==> config.mk <==
export PLATFORM = sky130hd
export DESIGN_NAME = ireg_port
export DESIGN_NICKNAME = d
export VERILOG_FILES = /design/src/rtl/ireg_pkg.sv /design/src/rtl/ireg_ptr.sv /design/src/rtl/ireg_filter.sv /design/src/rtl/ireg_out.sv /design/src/rtl/ireg_port.sv
export SDC_FILE = /design/constraint.sdc
export NUM_CORES = 1
export LEC_CHECK = 0
export BUFFER_PORTS_ARGS = -buffer_cell sky130_fd_sc_hd__buf_2
export CORE_MARGIN = 4
export CORE_UTILIZATION = 49
export DETAILED_ROUTE_END_ITERATION = 12
export GPL_ROUTABILITY_DRIVEN = 1
export GPL_TIMING_DRIVEN = 0
export HOLD_SLACK_MARGIN = 0.15
export PLACE_DENSITY = 0.87
export SLEW_MARGIN = 20
export SYNTH_ARGS = -nofsm -noshare
export SYNTH_HDL_FRONTEND = slang
export SYNTH_HIERARCHICAL = 1
export SYNTH_SLANG_ARGS = --single-unit
==> constraint.sdc <==
create_clock -name clk -period 0.9 [get_ports clk]
set_clock_uncertainty 0.1 [all_clocks]
set_input_delay 0.09 -clock clk [delete_from_list [all_inputs] [get_ports clk]]
set_output_delay 0.09 -clock clk [all_outputs]
set_load 0.02 [all_outputs]
==> src/rtl/ireg_pkg.sv <==
package ireg_pkg;
  localparam int DFLT_NUM_W  = 6;
  localparam int DFLT_DATA_W = 8;
  localparam int DFLT_SELF   = 17;
  localparam int DFLT_NRANGE = 2;
endpackage

==> src/rtl/ireg_ptr.sv <==
module ireg_ptr #(
  parameter int NUM_W  = ireg_pkg::DFLT_NUM_W,
  parameter int DATA_W = ireg_pkg::DFLT_DATA_W
) (
  input  logic              clk,
  input  logic              rst_n,
  input  logic              load_en,
  input  logic [DATA_W-1:0] load_data,
  input  logic              step_en,
  output logic [NUM_W-1:0]  num,
  output logic              inh
);
  localparam int INH_BIT = DATA_W - 1;

  logic [NUM_W-1:0] num_q, num_d;
  logic             inh_q, inh_d;
  logic             upd_en;
  logic [DATA_W-2:NUM_W] unused_gap;

  assign unused_gap = load_data[DATA_W-2:NUM_W];

  // load has priority over the increment
  always_comb begin
    num_d  = num_q;
    inh_d  = inh_q;
    upd_en = 1'b0;
    if (load_en) begin
      num_d  = load_data[NUM_W-1:0];
      inh_d  = load_data[INH_BIT];
      upd_en = 1'b1;
    end else if (step_en && !inh_q) begin
      num_d  = num_q + 1'b1;
      upd_en = 1'b1;
    end
  end

  always_ff @(posedge clk or negedge rst_n) begin
    if (!rst_n) begin
      num_q <= '0;
      inh_q <= 1'b0;
    end else if (upd_en) begin
      num_q <= num_d;
      inh_q <= inh_d;
    end
  end

  assign num = num_q;
  assign inh = inh_q;
endmodule

==> src/rtl/ireg_filter.sv <==
module ireg_filter #(
  parameter int NUM_W   = ireg_pkg::DFLT_NUM_W,
  parameter int NRANGE  = ireg_pkg::DFLT_NRANGE,
  parameter logic [NRANGE*NUM_W-1:0] RANGE_LO = {6'd32, 6'd0},
  parameter logic [NRANGE*NUM_W-1:0] RANGE_HI = {6'd46, 6'd23},
  parameter logic [NUM_W-1:0] EXT_LO   = 6'd25,
  parameter logic [NUM_W-1:0] EXT_HI   = 6'd27,
  parameter logic [NUM_W-1:0] SELF_NUM = 6'd17
) (
  input  logic [NUM_W-1:0] num,
  input  logic             ext_en,
  output logic             ok
);
  logic [NRANGE-1:0] hit;
  logic              ext_hit;

  // offset compare: (num - lo) <= (hi - lo) in NUM_W bits
  for (genvar g = 0; g < NRANGE; g++) begin : g_rng
    logic [NUM_W-1:0] lo, hi, off;
    assign lo     = RANGE_LO[g*NUM_W +: NUM_W];
    assign hi     = RANGE_HI[g*NUM_W +: NUM_W];
    assign off    = num - lo;
    assign hit[g] = off <= (hi - lo);
  end

  logic [NUM_W-1:0] ext_off;
  assign ext_off = num - EXT_LO;
  assign ext_hit = ext_en && (ext_off <= (EXT_HI - EXT_LO));

  assign ok = ((|hit) || ext_hit) && (num != SELF_NUM);
endmodule

==> src/rtl/ireg_out.sv <==
module ireg_out #(
  parameter int NUM_W  = ireg_pkg::DFLT_NUM_W,
  parameter int DATA_W = ireg_pkg::DFLT_DATA_W
) (
  input  logic              clk,
  input  logic              rst_n,
  input  logic              fire,
  input  logic [NUM_W-1:0]  num_in,
  input  logic [DATA_W-1:0] data_in,
  output logic              we,
  output logic [NUM_W-1:0]  num,
  output logic [DATA_W-1:0] data
);
  logic              we_d;
  logic [NUM_W-1:0]  num_d;
  logic [DATA_W-1:0] data_d;

  always_comb begin
    we_d   = fire;
    num_d  = num_in;
    data_d = data_in;
  end

  always_ff @(posedge clk or negedge rst_n) begin
    if (!rst_n) begin
      we <= 1'b0;
    end else begin
      we <= we_d;
    end
  end

  always_ff @(posedge clk or negedge rst_n) begin
    if (!rst_n) begin
      num  <= '0;
      data <= '0;
    end else if (fire) begin
      num  <= num_d;
      data <= data_d;
    end
  end
endmodule

==> src/rtl/ireg_port.sv <==
module ireg_port #(
  parameter int NUM_W  = ireg_pkg::DFLT_NUM_W,
  parameter int DATA_W = ireg_pkg::DFLT_DATA_W
) (
  input  logic              clk,
  input  logic              rst_n,
  input  logic              ext_en,
  input  logic              ptr_wr_en,
  input  logic [DATA_W-1:0] ptr_wr_data,
  input  logic              port_wr_en,
  input  logic [DATA_W-1:0] port_wr_data,
  output logic              reg_we,
  output logic [NUM_W-1:0]  reg_num,
  output logic [DATA_W-1:0] reg_data
);
  localparam logic [NUM_W-1:0] SELF_NUM = NUM_W'(ireg_pkg::DFLT_SELF);

  // reset: asserted asynchronously, released on a clock edge
  logic [1:0] rst_sync_q;
  logic       rst_int_n;
  always_ff @(posedge clk or negedge rst_n) begin
    if (!rst_n) rst_sync_q <= 2'b00;
    else        rst_sync_q <= {rst_sync_q[0], 1'b1};
  end
  assign rst_int_n = rst_sync_q[1];

  logic [NUM_W-1:0] ptr_num;
  logic             ptr_inh;
  logic             tgt_ok;
  logic             fire;

  ireg_ptr #(.NUM_W(NUM_W), .DATA_W(DATA_W)) u_ptr (
    .clk       (clk),
    .rst_n     (rst_int_n),
    .load_en   (ptr_wr_en),
    .load_data (ptr_wr_data),
    .step_en   (port_wr_en),
    .num       (ptr_num),
    .inh       (ptr_inh)
  );

  ireg_filter #(.NUM_W(NUM_W), .SELF_NUM(SELF_NUM)) u_flt (
    .num    (ptr_num),
    .ext_en (ext_en),
    .ok     (tgt_ok)
  );

  logic unused_inh;
  assign unused_inh = ptr_inh;
  assign fire       = port_wr_en && tgt_ok;

  ireg_out #(.NUM_W(NUM_W), .DATA_W(DATA_W)) u_out (
    .clk     (clk),
    .rst_n   (rst_int_n),
    .fire    (fire),
    .num_in  (ptr_num),
    .data_in (port_wr_data),
    .we      (reg_we),
    .num     (reg_num),
    .data    (reg_data)
  );
endmodule

Yosys cells after proc, flatten, opt, wreduce, memory -nomap -nowiden
Index checks and enable logic that the tools add are counted.
W data, S select, Z words.
{"block": "op_classes", "shift": 0, "muxes": 4, "add_sub_neg": 3, "bitwise": 0, "div": 0, "eq_ne": 1, "magnitude_cmp": 3, "reduce_logical": 10, "multipliers": 0}
{"op": "$mux W6", "count": 2}
{"op": "$add A6 B1 Y6 const B", "count": 1}
{"op": "$le A6 B2 Y1 const B", "count": 1}
{"op": "$le A6 B4 Y1 const B", "count": 1}
{"op": "$le A6 B5 Y1 const B", "count": 1}
{"op": "$ne A6 B5 Y1 const B", "count": 1}
{"op": "$sub A6 B5 Y6 const B", "count": 1}
{"op": "$sub A6 B6 Y6 const B", "count": 1}
{"op": "$logic_and A1 B1 Y1", "count": 4}
{"op": "$reduce_and A2 Y1", "count": 2}
{"op": "$mux W1", "count": 2}
{"op": "$reduce_bool A2 Y1", "count": 1}
{"op": "$reduce_or A2 Y1", "count": 1}
{"op": "$logic_not A1 Y1", "count": 1}
{"op": "$logic_or A1 B1 Y1", "count": 1}
{"block": "word_totals", "romBits": 0, "mem_count": 0, "ram_bits": 0, "register_bits": 24, "latch_bits": 0, "wordCells": 27}

Longest topological paths before layout
Gate-level depths: netlist of the first run.
{"block": "depth", "ltp_word": 6, "depth_mapped": 9, "mapped_depth_nobuf": 8}

Cells and area by module
The synthesis of the first run kept the hierarchy.
{"mod": "ireg_out", "area_per_inst_um2": 544.3, "cells_per_inst": 30, "seq_area_each_um2": 375.4, "n_inst": 1}
{"mod": "ireg_ptr", "area_per_inst_um2": 404.1, "cells_per_inst": 40, "seq_area_each_um2": 175.2, "n_inst": 1}
{"mod": "ireg_filter", "area_per_inst_um2": 123.9, "cells_per_inst": 16, "seq_area_each_um2": 0.0, "n_inst": 1}
{"mod": "ireg_port", "area_per_inst_um2": 60.1, "cells_per_inst": 4, "seq_area_each_um2": 50.0, "n_inst": 1}

Worst setup path before layout of the first run
No wires, ideal clock.
{"block": "synth_path", "path_kind": "register to register", "start": "reg u_ptr.num_q[0], in the netlist u_ptr/num[0]", "end": "reg u_out.data[0]", "synth_period_minus_slack_ns": 2.017, "arrival_ns": 1.792, "path_slack_ns": -1.117, "n_path_buf": 1, "required_time_ns": 0.675, "stages_incl_launch_ff": 9, "setup_ns": 0.125, "cell_sequence": "dfrtp_1 > inv_1 > ha_1 > o211a_1 > a21oi_1 > a21oi_2 > and2_1 > buf_6 > mux2_2"}
{"block": "synth_via", "elab_chain_cells": 6, "elab_cells_between_ends": 11, "cone_classes": "add/sub: 2; order compare: 3; eq/ne: 1; reduce/logical: 5"}
{"item": "start, declared", "line_no": "ireg_ptr.sv:15", "source": "logic [NUM_W-1:0] num_q, num_d;"}
{"item": "start signal, assigned", "line_no": "ireg_ptr.sv:42", "source": "num_q <= num_d;"}
{"item": "$sub A6 B6 Y6 / $sub A6 B5 Y6 (equally long branches)", "line_no": "ireg_filter.sv:22, ireg_filter.sv:27"}
{"item": "$le A6 B4 Y1 / $le A6 B2 Y1 (equally long branches)", "line_no": "ireg_filter.sv:23, ireg_filter.sv:28"}
{"item": "$reduce_or A2 Y1 / $logic_and A1 B1 Y1 (equally long branches)", "line_no": "ireg_filter.sv:30, ireg_filter.sv:28"}
{"item": "$logic_or A1 B1 Y1", "line_no": "ireg_filter.sv:30", "source": "assign ok = ((|hit) || ext_hit) && (num != SELF_NUM);"}
{"item": "$logic_and A1 B1 Y1 *", "line_no": "ireg_filter.sv:30"}
{"item": "named net tgt_ok", "line_no": "ireg_port.sv:29", "source": "logic tgt_ok;"}
{"item": "$logic_and A1 B1 Y1 *", "line_no": "ireg_port.sv:50", "source": "assign fire = port_wr_en && tgt_ok;"}
{"item": "named net fire", "line_no": "ireg_port.sv:30", "source": "logic fire;"}
{"item": "end signal, assigned", "line_no": "ireg_out.sv:38", "source": "data <= data_d;"}
{"item": "end, declared", "line_no": "ireg_out.sv:12", "source": "output logic [DATA_W-1:0] data"}
Mark *: on every way through the listed nets, which the timed path passes. The rest lies on a longest branch.
A chain may end at the register's enable or synchronous reset.

Final worst setup path of the first run
{"block": "layout_path", "start": "reg u_ptr.num_q[1], in the netlist u_ptr/num[1]", "end": "reg u_out.num[4]"}
{"block": "layout_via", "elab_chain_cells": 6, "elab_cells_between_ends": 11, "cone_classes": "add/sub: 2; order compare: 3; eq/ne: 1; reduce/logical: 5"}
{"item": "$sub A6 B6 Y6 / $sub A6 B5 Y6 (equally long branches)", "line_no": "ireg_filter.sv:22, ireg_filter.sv:27"}
{"item": "$le A6 B4 Y1 / $le A6 B2 Y1 (equally long branches)", "line_no": "ireg_filter.sv:23, ireg_filter.sv:28"}
{"item": "$reduce_or A2 Y1 / $logic_and A1 B1 Y1 (equally long branches)", "line_no": "ireg_filter.sv:30, ireg_filter.sv:28"}
{"item": "$logic_or A1 B1 Y1", "line_no": "ireg_filter.sv:30"}
{"item": "$logic_and A1 B1 Y1 *", "line_no": "ireg_filter.sv:30"}
{"item": "named net tgt_ok", "line_no": "ireg_port.sv:29"}
{"item": "$logic_and A1 B1 Y1 *", "line_no": "ireg_port.sv:50"}
{"item": "named net fire", "line_no": "ireg_port.sv:30"}
{"item": "end signal, assigned", "line_no": "ireg_out.sv:37", "source": "num <= num_d;"}
{"item": "end, declared", "line_no": "ireg_out.sv:11", "source": "output logic [NUM_W-1:0] num,"}
Marks and branches as above.

==> results of run 1 <==
-- logic make-up after synthesis --
group	Yosys count	synth area share [%]
flip-flops	24	53.0
AND/OR/NAND/NOR	22	12.0
multiplexers	16	15.8
AO/OA/AOI/OAI	14	8.95
buffers and inverters	6	2.76
adder cells (fa/ha/maj)	5	5.52
XOR/XNOR	2	1.55
other	1	0.331
-- metal layers --
metal  vias up  routed length (um)  GRT usage, %  part of all wire [%]
met1       485                1230          19.6                    39
li1        457                   -             -                     -
met5         -                   0             0                     0
met2        30                1670          33.2                    54
met4         0                  82          8.14                   2.6
met3         9                 132          2.78                   4.2
-- power breakdown --
group          switching (W)  internal, W
registers           0.000199      0.00128
logic               0.000586     0.000878
clock network       0.000360     0.000451
-- synthesized netlist by cell type, drive strengths merged --
| cell type | instances | area (um^2) |
|---|---|---|
| dfrtp | 24 | 601 |
| mux2 | 15 | 169 |
| nand2 | 7 | 26.3 |
| o21ai | 6 | 30.0 |
| ha | 5 | 62.6 |
| inv | 4 | 15.0 |
| a21oi | 3 | 22.5 |
| nand3 | 3 | 15.0 |
| and2 | 2 | 12.5 |
| and2b | 2 | 17.5 |
| buf | 2 | 16.3 |
| nor2 | 2 | 7.51 |
| a211o | 1 | 10.0 |
| a311o | 1 | 10.0 |
| a41o | 1 | 11.3 |
| and3 | 1 | 6.26 |
| and4b | 1 | 11.3 |
| conb | 1 | 3.75 |
| mux2i | 1 | 10.0 |
| nand2b | 1 | 6.26 |
| nand3b | 1 | 20.0 |
| nor2b | 1 | 6.26 |
| o211a | 1 | 10.0 |
| o21bai | 1 | 7.51 |
| or4 | 1 | 7.51 |
| xnor2 | 1 | 8.76 |
| xor2 | 1 | 8.76 |
-- critical path, delay by kind of cell (launching register included) --
family | cells | cell delay [ps]
muxes | 1 | 320
AOI/OAI and AO/OA | 3 | 390
DFF | 1 | 430
and+or+nand+nor | 2 | 340
buffers and inverters | 2 | 230
adders and majority gates | 1 | 170
-- registers in the layout, summed over array words and instances, names as in the netlist --
name,cells
u_out/data,8
u_out/num,6
rst_sync_q,2
u_out/we,1
u_ptr/num,6
u_ptr/inh,1
-- worst max-delay path by stage --
stage	start	depth (start not counted)	end
floorplan	u_ptr/num[0]$_DFFE_PN0P_	8	u_out/num[1]$_DFFE_PN0P_
global placement	u_ptr/num[1]$_DFFE_PN0P_	8	u_out/num[1]$_DFFE_PN0P_
detailed placement	u_ptr/num[1]$_DFFE_PN0P_	9	u_out/data[2]$_DFFE_PN0P_
CTS	u_ptr/num[0]$_DFFE_PN0P_	8	u_out/num[1]$_DFFE_PN0P_
global route	u_ptr/num[1]$_DFFE_PN0P_	9	u_out/num[2]$_DFFE_PN0P_
finish	u_ptr/num[1]$_DFFE_PN0P_	9	u_out/num[4]$_DFFE_PN0P_
-- cell type report --
class	count	area, um^2
buffer	2	20.0
clock buffer	3	22.5
clock inverter	1	30.0
timing repair buffer	68	584
inverter	4	17.5
sequential	24	604
tap	28	35.0
multi-input combinational	60	591
fill	112	308
-- stage by stage --
stage               setup slack [ps]  hold WS, ps  power (W)
floorplan                      -1010         -306    0.00200
global placement               -1100         -225    0.00225
detailed placement             -1160         -223    0.00230
CTS                            -1060        -22.2    0.00354
global route                   -1230        -23.6    0.00391
finish                         -1170        -28.0    0.00375
-- cell usage in the layout, fill, tap and decap left out, drive strengths merged, types with 2 or more instances in the layout --
| cell | synthesis | layout |
|---|---|---|
| a21oi | 3 | 3 |
| ha | 5 | 5 |
| o21ai | 6 | 6 |
| inv | 4 | 4 |
| nor2 | 2 | 2 |
| dfrtp | 24 | 24 |
| and2b | 2 | 2 |
| nand2 | 7 | 7 |
| and2 | 2 | 2 |
| buf | 2 | 53 |
| nand3 | 3 | 3 |
| clkbuf | 0 | 4 |
| dlygate4sd3 | 0 | 16 |
| mux2 | 15 | 15 |
-- timing repair --
item                                    CTS  global route
endpoints found under the setup margin   58            37
gates cloned                              0             1
endpoints found under the hold margin    27             7
setup buffers                            13             4
resized for setup                        38            14
pin swaps                                 6             7
==> out/results.ini, run 1 <==
[synthesis]
synth-seq-cells = 24
ys.warnings.count = 6
syn_area_mm2 = 0.00113
syn_nets = 116
syn_avg_cell_area_um2 = 12.6
ys_types = 30
synthCells = 90
seq_area_frac_synth_pct = 53.0

[cells_and_area]
fin_nets = 189
fin_area_mm2 = 0.00190
syn_to_final_growth_pct = 68.2
final_util_pct = 86.1
drive_gt1_share_pct = 58.0
diodes = 0
layout.cells.non_filler = 190

[critical_path]
cp_max_fo = 5
crit_required_ps = 1040
crit_path_end_kind = flop
crit_type = flop to flop
crit_slowest_cell = dfrtp_2
crit_arrival_ps = 2210
max_stage_delay_ps = 430
r2r_cells = 9
reg2reg_from = u_ptr/num[1]$_DFFE_PN0P_
path_cells = inv_2, ha_2, nor2b_1, o21ai_1, a21oi_2, a21oi_2, and2_4, clkbuf_16, mux2_2
path_common_cell = a21oi_2
cp-start-kind = flop
r2r_slack_ps = -1170
r2r-end = u_out/num[4]$_DFFE_PN0P_

[floorplanning]
die-height_um = 56.1
die_w_um = 56.1
num_io_pins = 36
rows = 17
start_util_pct = 51.2
die-area_mm2 = 0.00314
core-area_mm2 = 0.00221

[routing]
drtIter0Drc = 20
drc_errors = 0
drt-total-wl_um = 3110
vias_per_cell = 5.16
antenna_left = 0
drt_pass1_iterations = 4
wire_per_inst_um = 16.4
vias = 981

[clock_tree]
cts_buffer_depth = 2
ctsHtreeMaxLevel = 1
cts_tree = yes
cts_buffers = 3
insertion_delay_ps = 330
clk_pin_slew_ps = 140
postCtsHoldBufs = 16
cts_sinks = 24
cts_root_buffer = clkbuf_4

[timing]
final-hold-violation-count = 2
worst_hold_slack_ps = -28.0
setup_tns_ps = -22380
min_period_ps = 2070
slew_violations = 0
rsz0062_at_grt = true
finalCritPeriodShare_pct = 230
worst_slack_ps = -1170
fmax_ghz = 0.482
setup_viol_count_final = 36

[global_routing]
grt-ovfl-total = 0
antenna_found_initial = 0
grt_max_degree = 23
grt_use_total_pct = 17.9
grt_pass1_vias = 1007
grt_pass1_wl_um = 4370

[placed_design]
port_buffers = 34
dpl.hpwl_um = 1640
place_congestion = 0.761
dp_cells = 152
dpl_cell_area_mm2 = 0.00135

[hold_path]
hp-start = ptr_wr_data[5]
hp-class = input pin to flop
whs_endpoint = u_ptr/num[5]$_DFFE_PN0P_
min_path_cells = 3

[status]
violations = negative hold slack, negative setup slack
status = complete, but fails checks

[power_and_ir_drop]
ir_worst_vdd_mv = 1.47
leakage_nw = 0.925
power_density_mw_per_mm2 = 1970

[flow_run]
maxCapViolations = 0

Power figures use the tool's default switching activity.
==> inputs of run 2 (changes only) <==
--- a/config.mk
+++ b/config.mk
@@ -7,6 +7,6 @@
 export LEC_CHECK = 0
-export BUFFER_PORTS_ARGS = -buffer_cell sky130_fd_sc_hd__buf_2
 export CORE_MARGIN = 4
-export CORE_UTILIZATION = 49
+export CORE_UTILIZATION = 60
 export DETAILED_ROUTE_END_ITERATION = 12
+export DONT_BUFFER_PORTS = 1
 export GPL_ROUTABILITY_DRIVEN = 1
@@ -14,3 +14,3 @@
 export HOLD_SLACK_MARGIN = 0.15
-export PLACE_DENSITY = 0.87
+export PLACE_DENSITY = 0.86
 export SLEW_MARGIN = 20
==> constraint.sdc (replaced) <==
create_clock -name clk -period 0.9 [get_ports clk]
set_clock_uncertainty 0.1 [all_clocks]
set_input_delay 0.225 -clock clk [delete_from_list [all_inputs] [get_ports clk]]
set_output_delay 0.225 -clock clk [all_outputs]
set_load 0.02 [all_outputs]
==> out/results.ini, run 2 (same netlist as run 1, synthesis figures left out) <==
[status]
status = complete, but fails checks
violations = negative hold slack, negative setup slack

[routing]
drc_errors = 0
vias = 974
antenna_left = 0
drtIter0Drc = 44
wire_per_inst_um = 26.4
drt-total-wl_um = 3860
drt_pass1_iterations = 6
vias_per_cell = 6.67

[critical_path]
crit_path_end_kind = flop
crit_required_ps = 1020
r2r_cells = 9
crit_arrival_ps = 2290
r2r-end = u_out/num[1]$_DFFE_PN0P_
cp_max_fo = 5
r2r_slack_ps = -1270
cp-start-kind = flop
crit_type = flop to flop
reg2reg_from = u_ptr/num[1]$_DFFE_PN0P_

[placed_design]
port_buffers = 0
dpl_cell_area_mm2 = 0.00118
place_congestion = 0.744
dp_slack_ps = -1150
dpl.hpwl_um = 1520
dp_cells = 115

[clock_tree]
cts_sinks = 24
insertion_delay_ps = 320
cts_root_buffer = clkbuf_4
clk_pin_slew_ps = 140
ctsHtreeMaxLevel = 1
cts_tree = yes
cts_buffer_depth = 2
cts_buffers = 3

[floorplanning]
num_io_pins = 36
die-height_um = 51.4
start_util_pct = 64.2
core-area_mm2 = 0.00176
rows = 15
die_w_um = 51.4
die-area_mm2 = 0.00265

[cells_and_area]
largest_reg_flops = 8
drive_gt1_share_pct = 57.0
fin_area_mm2 = 0.00165
top_regs = u_out/data: 8 flops, u_out/num: 6 flops, u_ptr/num: 6 flops
diodes = 0
layout_common_cells = dfrtp_2, dlygate4sd3_1, mux2_4
final_util_pct = 93.5
layout_commonest_cell = dfrtp_2
layout.cells.non_filler = 146
fin_nets = 148
syn_to_final_growth_pct = 45.6
regMostFlops = u_out/data

[global_routing]
grt-ovfl-total = 0
grt_use_total_pct = 21.4
antenna_found_initial = 0
grt_pass1_wl_um = 4100
grt_max_degree = 23
grt_pass1_vias = 873

[hold_path]
min_path_cells = 1
hp-start = ptr_wr_en
whs_endpoint = u_ptr/inh$_DFFE_PN0P_
hp-class = input pin to flop

[timing]
final-hold-violation-count = 1
slew_violations = 0
setup_viol_count_final = 36
rsz0062_at_grt = true
min_period_ps = 2170
fmax_ghz = 0.461
worst_hold_slack_ps = -41.0
worst_slack_ps = -1270
finalCritPeriodShare_pct = 241

[flow_run]
maxCapViolations = 0

[power_and_ir_drop]
ir_worst_vdd_mv = 1.52
leakage_nw = 0.747
power_density_mw_per_mm2 = 2080

run 2: cell types whose count changed in the layout (fill, tap and decap cells not counted), moves of 6 or more:
cell / before / now
buf_2: 20 / 1
buf_6: 17 / 6
mux2_4: 7 / 13
dfrtp_1: 21 / 6
dfrtp_2: 3 / 18
buf_4: 15 / 4
mux2_2: 8 / 2
run 2: through the flow:
step           hold slack [ps]  setup TNS, ps  total power [W]
6_report                 -41.0         -25850          0.00343
5_1_grt                  -51.8         -27400          0.00353
4_1_cts                  -54.7         -25040          0.00309
3_5_place_dp              -171         -21000          0.00211
3_3_place_gp              -171         -19150          0.00207
2_1_floorplan             -171         -15700          0.00200
run 2: worst max-delay path, stage by stage (launching register included):
cell and delay (ps):
dfrtp_2 450, inv_2 70, ha_2 170, nor2b_1 130, o21ai_1 210, a21oi_2 70
a21oi_2 160, and2_4 250, buf_8 150, mux2_4 300
run 2: power breakdown:
part	internal, W	total [W]	switching, W
sequential	0.00131	0.00172	0.000417
combinational	0.000541	0.000894	0.000353
clock	0.000450	0.000812	0.000361
run 2: how the worst max path moves through the flow:
stage / startpoint / endpoint / slack (ps) / cells after the start
after floorplan: u_ptr/num[0]$_DFFE_PN0P_ / u_out/num[1]$_DFFE_PN0P_ / -1010 / 8
final: u_ptr/num[1]$_DFFE_PN0P_ / u_out/num[1]$_DFFE_PN0P_ / -1270 / 9
after CTS: u_ptr/num[1]$_DFFE_PN0P_ / u_out/data[4]$_DFFE_PN0P_ / -1080 / 9
after global routing: u_ptr/num[1]$_DFFE_PN0P_ / u_out/num[1]$_DFFE_PN0P_ / -1350 / 9
after global placement: u_ptr/num[1]$_DFFE_PN0P_ / u_out/num[1]$_DFFE_PN0P_ / -1090 / 8
after detailed placement: u_ptr/num[1]$_DFFE_PN0P_ / u_out/data[0]$_DFFE_PN0P_ / -1150 / 9
run 2: cell type report:
cell class	instances	area [um^2]
sequential	24	623
multi-input combinational	60	617
timing repair buffer	27	288
fill	58	115
tap	25	31.3
clock inverter	1	30.0
clock buffer	3	22.5
buffer	2	20.0
inverter	4	17.5
run 2: repair_timing:
action,CTS,global route
buffers inserted,8,2
hold buffers,8,8
gates cloned,1,0
hold endpoints to repair,18,16
pin swaps,7,9
setup endpoints to repair,58,58
gates resized for setup,19,32
run 2: metal layers:
layer  part of all wire [%]  vias up  routed length, um  GRT usage (%)
met5                      0        -                  0              0
met1                     33      451               1290           24.9
met3                     11       36                431           6.41
met4                    7.8        0                303           7.86
li1                       -      376                  -              -
met2                     48      111               1840           36.9
